===== src/rtl/serial_io_ctrl.sv =====
module serial_io_ctrl #(
  parameter int AW = 12,
  parameter int DW = 16,
  localparam int CW = $clog2(DW),
  localparam int IW = CW + 1
) (
  input  logic          clk,
  input  logic          rst_n,
  input  logic          start,
  input  logic [2:0]    cmd,
  input  logic [DW-1:0] base_reg,
  input  logic [7:0]    disp,
  input  logic [CW-1:0] count,
  input  logic [DW-1:0] wdata,
  input  logic          sin,
  output logic [AW-1:0] addr,
  output logic          sout,
  output logic          strobe,
  output logic          busy,
  output logic          done,
  output logic [DW-1:0] rdata,
  output logic          eq_flag
);
  localparam logic [2:0] OP_SET1 = 3'd0, OP_SET0 = 3'd1, OP_TEST = 3'd2,
                         OP_LOAD = 3'd3, OP_STORE = 3'd4;

  logic          ph_q, byte_q;
  logic [2:0]    op_q;
  logic [IW-1:0] idx_q, last_q;
  logic [AW-1:0] addr_q;
  logic [DW-1:0] sh_q, acc_q, sh0;

  wire go    = start & ~busy & (cmd <= OP_STORE);
  wire multi = (cmd == OP_LOAD) | (cmd == OP_STORE);
  wire [IW-1:0] nbits = (count == '0) ? IW'(DW) : IW'(count);
  wire bytew = multi && (count != '0) && (count <= CW'(DW / 2));
  wire [AW-1:0] a0 = base_reg[AW:1] + (multi ? '0 : {{(AW-8){disp[7]}}, disp});
  wire [DW-1:0] acc_nx = acc_q | (DW'(sin) << idx_q);
  wire last = (idx_q == last_q);

  always_comb begin
    case (cmd)
      OP_SET1: sh0 = '1;
      OP_LOAD: sh0 = bytew ? (wdata >> (DW / 2)) : wdata;
      default: sh0 = '0;
    endcase
  end

  assign addr   = addr_q;
  assign strobe = busy & ph_q;
  assign sout   = busy & sh_q[0];

  always_ff @(posedge clk) begin
    if (!rst_n) begin
      busy <= 1'b0; done <= 1'b0; ph_q <= 1'b0; byte_q <= 1'b0;
      op_q <= OP_SET1; idx_q <= '0; last_q <= '0; addr_q <= '0;
      sh_q <= '0; acc_q <= '0; rdata <= '0; eq_flag <= 1'b0;
    end else begin
      done <= 1'b0;
      if (go) begin
        busy   <= 1'b1;
        ph_q   <= 1'b0;
        op_q   <= cmd;
        byte_q <= bytew;
        idx_q  <= '0;
        last_q <= multi ? nbits - IW'(1) : '0;
        addr_q <= a0;
        sh_q   <= sh0;
        acc_q  <= '0;
      end else if (busy) begin
        if (!ph_q) begin
          ph_q <= 1'b1;
        end else begin
          ph_q  <= 1'b0;
          acc_q <= acc_nx;
          if (last) begin
            busy <= 1'b0;
            done <= 1'b1;
            if (op_q == OP_STORE) rdata <= byte_q ? (acc_nx << (DW / 2)) : acc_nx;
            if (op_q == OP_TEST)  eq_flag <= sin;
          end else begin
            idx_q  <= idx_q + IW'(1);
            addr_q <= addr_q + AW'(1);
            sh_q   <= sh_q >> 1;
          end
        end
      end
    end
  end
endmodule


===== config.mk =====
export PLATFORM = sky130hd
export DESIGN_NAME = serial_io_ctrl
export DESIGN_NICKNAME = d
export VERILOG_FILES = /design/src/rtl/serial_io_ctrl.sv
export SDC_FILE = /design/constraint.sdc
export NUM_CORES = 1
export LEC_CHECK = 0
export ABC_CLOCK_PERIOD_IN_PS = 4800
export BUFFER_PORTS_ARGS = -buffer_cell sky130_fd_sc_hd__buf_2
export CAP_MARGIN = 25
export CORE_UTILIZATION = 50
export CTS_CLUSTER_SIZE = 40
export DETAILED_ROUTE_END_ITERATION = 8
export PLACE_DENSITY_LB_ADDON = 0.05
export SETUP_SLACK_MARGIN = 0.02
export SLEW_MARGIN = 5
export SYNTH_ARGS = -nofsm -noshare
export SYNTH_HDL_FRONTEND = slang
export SYNTH_SLANG_ARGS = --single-unit

===== constraint.sdc =====
create_clock -name clk -period 4.8 [get_ports clk]
set_input_delay 1.44 -clock clk [delete_from_list [all_inputs] [get_ports clk]]
set_output_delay 1.44 -clock clk [all_outputs]
set_load 0.02 [all_outputs]

==> metrics.txt, run 1 <==
Reg clk slew, reported paths roughly 90 ps; fillers 752; Layout Utilization 59.7%; postcts setup bufs 0; Yosys reg bits 78; WP data required approximately 5000 ps; hold_buf cts 0; end of the worst register-to-register path rdata[0]$_SDFFE_PN0P_; worst hold-check path type register to register; total area of sequential cells between 1500 and 2000 µm²; Worst Reg-to-Reg Cells 6; drt first pass iters 4; CTS root buf clkbuf_8; H-Tree Depth 3; Synth top area share between 30 and 40%; critical path class input pin to register; number of global-route vias before repair 3454; worst r2r src idx_q[0]$_SDFFE_PP0P_; Worst VDD drop roughly 0.00015 V; Min Hold Slack ~450 ps; routed via count approximately 3800; Slew @ Worst Pin 948 ps; max-slew violations 0; Lkg Pwr around 2.1 nW; Max transition margin between 30 and 40%; Mean Syn Cell Area 8.30 µm²; Core Footprint between 8000 and 9000 µm²; worst skew pair latency around 360 ps; GR Overflow Total 0; post-synth cell types 54; area leader, netlist dfxtp_1; hold path depth 2; FMAX around 260 MHz; top post-synthesis cells by area dfxtp_1 (37%), nand2_1 (4.6%), a21oi_1 (4.0%); hpwl dp between 7000 and 8000 µm; DRC 0; WL final 9880 µm; critical path arrival 4140 ps; Power per Cell Area 305 nW/µm²; Detail Route Antenna Nets 0; Antenna diodes 0; warnings from Yosys 0; crit path time final 3910 ps; largest net degree at the start of global routing 66; TritonCTS clock tree yes; startpoint types input pin; main flop type after synthesis dfxtp_1; Final Setup Violations 0; initial antenna violation count 0; area of the mapped netlist ~4200 µm²; share of cells above drive strength 1 between 10% and 20%; post-synthesis sequential area ratio a little under two fifths; buffer depth of the longest clock path 2; number of DRC markers in iteration 0 150; Port Buffers just under 80; die footprint roughly 8800 µm²; die height roughly 94 µm; Critical Path Sink Type register; DR vias/cell around 5.5; Hold Startpoint rdata[7]$_SDFFE_PN0P_; async set-reset flop share out of synthesis 0%; first-pass GRT wire length around 16000 µm; Post-synth EDFFs 0; final period utilization between 80% and 90%; Hold EP rdata[7]$_SDFFE_PN0P_; status complete, no violations; max cap viols 0; Critical Path Fanout Max 8; clock skew 11.6 ps; area of the multi-input gates 2470 µm²; CTS resizes 0; Setup TNS 0 ps; Fin. Hold Viols 0; area delta synth->final 16.0%; total CTS buffers 9; Site Rows 33; I/O pins 84; GR Util All Layers a little under a quarter; Placer Congestion between 0.8 and 0.9; post-DR wirelength/cell about 14 µm; Syn Nets between 500 and 600; Gate Count Post-Synth 507; initial core utilization 51.5%; r2r setup slk 2200 ps; Net count, final about 640; Die Wd 93.8 µm; RSZ-0062 raised after global routing no; CTS Sinks between 70 and 80
## metal layers
| metal | GRT usage, % | vias to the layer above | part of all wire (%) |
|---|---|---|---|
| met5 | 0 | - | 0 |
| met4 | 7.31 | 0 | 1.2 |
| met3 | 3.88 | 11 | 3.8 |
| met2 | 38.9 | 79 | 48 |
| met1 | 30.5 | 1717 | 47 |
| li1 | - | 1956 | - |
## worst max-delay path, cell delays in order
cell and delay [ps]:
buf_2 140, or3b_2 540, and2_1 280, nand2_1 150, inv_1 50, ha_1 290, a211oi_1 400, o211ai_1 160
nand2_1 170, mux2i_1 260, xnor2_1 170, o22ai_1 100
## placed cells by master (no fill, tap or decap), types with 6 or more instances in the layout
cell	Yosys	layout
or3_1	12	12
buf_4	0	8
and3_1	11	11
a21o_1	8	8
nor2b_1	13	13
nand2_1	52	52
a211oi_1	11	11
xor2_1	18	18
o21ai_0	27	27
inv_1	7	7
a211o_1	8	8
nor3_1	8	8
buf_2	6	79
a21boi_0	14	14
ha_1	11	11
clkbuf_8	0	9
nand2b_1	6	6
and2_1	9	9
a31oi_1	11	11
xnor2_1	12	12
a32o_1	9	9
dfxtp_1	78	78
nand3_1	17	17
a21oi_1	34	33
mux2i_1	15	15
nor2_1	37	37
## stage by stage
step           setup WS [ps]  area (µm²)  instances  power (mW)
4_1_cts                  910        4870        680        1.50
6_report                 888        4880        682        1.49
5_1_grt                  722        4880        682        1.55
3_3_place_gp             601        4640        664       0.928
2_1_floorplan            888        4210        507       0.859
3_5_place_dp             524        4640        664       0.933
## sequential cells by signal, summed over array words and instances (netlist names)
name	count
addr	12
idx_q	5
op_q	3
done	1
eq_flag	1
sh_q	16
last_q	5
byte_q	1
acc_q	16
rdata	16
busy	1
ph_q	1
## logic make-up (layout without fill, tap and decap cells)
family	count (synthesis)	after routing	share of synthesized area (%)
xor gates and xnor gates	30	30	6.24
adders and majority gates	12	12	3.74
buffers and inverters	42	112	4.28
AOI/OAI and AO/OA	145	145	22.9
muxes	15	15	3.57
and+or+nand+nor	185	185	22.2
DFF	78	78	37.1
## synth_stat cells (5+ instances only)
cell type  count
nand3_1       17
nor3_1         8
buf_2          6
a31oi_1       11
and2_1         9
xor2_1        18
a211o_1        8
nand2_1       52
nand2b_1       6
nand4_1        5
a211oi_1      11
clkbuf_1      22
a21boi_1       5
and3_1        11
a21o_1         8
xnor2_1       12
a32o_1         9
or3_1         12
a21boi_0      14
nor2_1        37
mux2i_1       15
dfxtp_1       78
ha_1          11
inv_1          7
nor2b_1       13
o21ai_0       27
a21oi_1       34
## where the power goes
| part | switching (mW) | leakage [nW] | internal (mW) |
|---|---|---|---|
| combinational | 0.128 | 1.32 | 0.0967 |
| sequential | 0.0227 | 0.634 | 0.672 |
| clock | 0.268 | 0.112 | 0.301 |
| total | 0.419 | 2.06 | 1.07 |
## layout make-up
class                   count  area share (%)
clock buffers               9            2.54
clock inverters             7            2.15
repair buffers             88            9.43
flip-flops and latches     78            32.0
inverters                   8           0.615
multi-input cells         387            50.6
well taps                 105            2.69
## how the worst max path moves through the flow
stage,startpoint,end,slack (ps),cells past startpoint
3_3_place_gp,cmd[0],addr[8]$_SDFFE_PN0P_,600,12
4_1_cts,cmd[0],addr[9]$_SDFFE_PN0P_,910,12
2_1_floorplan,cmd[0],addr[8]$_SDFFE_PN0P_,890,12
3_5_place_dp,cmd[0],addr[9]$_SDFFE_PN0P_,520,12
5_1_grt,cmd[0],addr[9]$_SDFFE_PN0P_,720,12
6_report,cmd[0],addr[9]$_SDFFE_PN0P_,890,12
Note: power is estimated with default switching activity, not from simulation.
==> run 2: changes to the inputs <==
--- a/config.mk
+++ b/config.mk
@@ -5,7 +5,7 @@
 export SDC_FILE = /design/constraint.sdc
 export NUM_CORES = 1
 export LEC_CHECK = 0
-export ABC_CLOCK_PERIOD_IN_PS = 4800
+export ABC_CLOCK_PERIOD_IN_PS = 4100
 export BUFFER_PORTS_ARGS = -buffer_cell sky130_fd_sc_hd__buf_2
 export CAP_MARGIN = 25
 export CORE_UTILIZATION = 50
==> constraint.sdc (replaced) <==
create_clock -name clk -period 4.1 [get_ports clk]
set_input_delay 1.23 -clock clk [delete_from_list [all_inputs] [get_ports clk]]
set_output_delay 1.23 -clock clk [all_outputs]
set_load 0.02 [all_outputs]
==> run 2 against run 1 <==
  * Worst hold slack barely moved
  * Combinational power rose by 18%
  * Critical path depth is 1 higher
  * Clock skew hardly changed
  * Register-to-register slack lost 650 ps
  * First-iteration DRC count decreased by 23%
  * Utilization decreased by 0.40 points
  * Critical endpoint is now addr[8]$_SDFFE_PN0P_
  * Highest routed layer unchanged
==> metrics.txt, run 2 (same netlist as run 1, synthesis figures left out) <==
status complete, no violations; most frequent cells in the layout buf_2 (79), dfxtp_1 (78), nand2_1 (52), nor2_1 (37), a21oi_1 (33); final period utilization a little under nine tenths; initial core utilization about half; worst path cell trace buf_2 > or3b_2 > and3_1 > ha_1 > inv_1 > fa_1 > nand2b_1 > a21oi_1 > o41ai_1 > buf_4 > mux2i_1 > xor2_1 > o22ai_1; worst hold-check path type register to register; Reg clk slew, reported paths around 90 ps; CP max stage delay 540 ps; Antenna diodes 0; post-DR wirelength/cell roughly 14 µm; max-slew violations 0; first-pass GRT wire length 16500 µm; total CTS buffers 9; routed via count around 3800; Port Buffers between 70 and 80; Core Footprint 8180 µm²; Fin. Hold Viols 0; WP data required ~4300 ps; postcts setup bufs 0; max cap viols 0; Site Rows 33; Final Setup Violations 0; Critical Path Fanout Max 8; Setup TNS 0 ps; Power per Cell Area approximately 340 nW/µm²; worst skew pair latency around 360 ps; die footprint 8790 µm²; die height 93.8 µm; startpoint types input pin; hold_buf cts 0; Critical Path Sink Type register; area delta synth->final 15.2%; number of global-route vias before repair 3590; slowest stage cell on the critical path or3b_2; DRC 0; TritonCTS clock tree yes; DR vias/cell about 5.6; critical path class input pin to register; r2r setup slk around 1600 ps; clock skew about 11 ps; GR Overflow Total 0; Net count, final between 600 and 700; CTS Sinks just under 80; largest net degree at the start of global routing 55; FMAX roughly 280 MHz; CTS root buf clkbuf_8; initial antenna violation count 0; Die Wd around 94 µm; hpwl dp 7080 µm; Placer Congestion between 0.8 and 0.9; Lkg Pwr approximately 2.0 nW; number of DRC markers in iteration 0 116; I/O pins 84; Worst VDD drop 0.000145 V; Detail Route Antenna Nets 0; top flop regs acc_q: 16 flops, rdata: 16 flops, sh_q: 16 flops; WL final between 9000 and 10000 µm; drt first pass iters 5; critical path arrival roughly 3800 ps; RSZ-0062 raised after global routing no; Slew @ Worst Pin around 940 ps; crit path time final ~3500 ps; buffer depth of the longest clock path 2; CTS resizes 0; commonest non-fill, non-tap cell in the layout buf_2; GR Util All Layers 23.7%; Min Hold Slack 451 ps; share of cells above drive strength 1 approximately 19%; H-Tree Depth 3; Max transition margin between 30% and 40%
run 2: final cells by class:
cell class	instances	area, µm²
Clock buffer	9	124
Clock inverter	7	62.6
Fill cell	767	3320
Inverter	8	30.0
Multi-Input combinational cell	387	2470
Sequential cell	78	1560
Tap cell	105	131
Timing Repair Buffer	89	470
run 2: metrics by stage:
| step | util, % | total power [mW] | setup WS (ps) | std cells | instance area [µm²] |
|---|---|---|---|---|---|
| 6_report | 59.4 | 1.63 | 558 | 683 | 4850 |
| 5_1_grt | 59.4 | 1.72 | 420 | 683 | 4850 |
| 4_1_cts | 59.4 | 1.65 | 590 | 683 | 4850 |
| 3_5_place_dp | 57.1 | 1.10 | 211 | 667 | 4670 |
| 3_3_place_gp | 57.1 | 1.09 | 258 | 667 | 4670 |
| 2_1_floorplan | - | 1.01 | 398 | 507 | 4210 |
run 2: report_power, final:
group,internal (mW),switching [mW],leakage [nW]
combinational,0.115,0.151,1.32
clock,0.232,0.323,0.0863
sequential,0.787,0.0261,0.634
run 2: final timing paths:
kind / startpoint / to / cells after the start
worst max-delay path: cmd[0] / addr[8]$_SDFFE_PN0P_ / 13
worst min-delay path: rdata[6]$_SDFFE_PN0P_ / rdata[6]$_SDFFE_PN0P_ / 2
worst max register to register: idx_q[0]$_SDFFE_PP0P_ / rdata[0]$_SDFFE_PN0P_ / 6
worst min register to register: rdata[6]$_SDFFE_PN0P_ / rdata[6]$_SDFFE_PN0P_ / 2
run 2: routing by layer:
layer	wire length [µm]	up-vias	global-route usage, %
li1	-	1946	-
met1	4610	1774	29.9
met2	4660	97	39.8
met3	442	12	4.29
met4	152	0	9.23
met5	0	-	0
run 2: critical path, delay by kind of cell:
family / cells / cell delay (ps)
AO/OA/AOI/OAI: 3 / 490
multiplexers: 1 / 200
AND/OR/NAND/NOR: 3 / 890
adder cells (fa/ha/maj): 2 / 400
buffers and inverters: 3 / 400
XOR/XNOR: 1 / 170
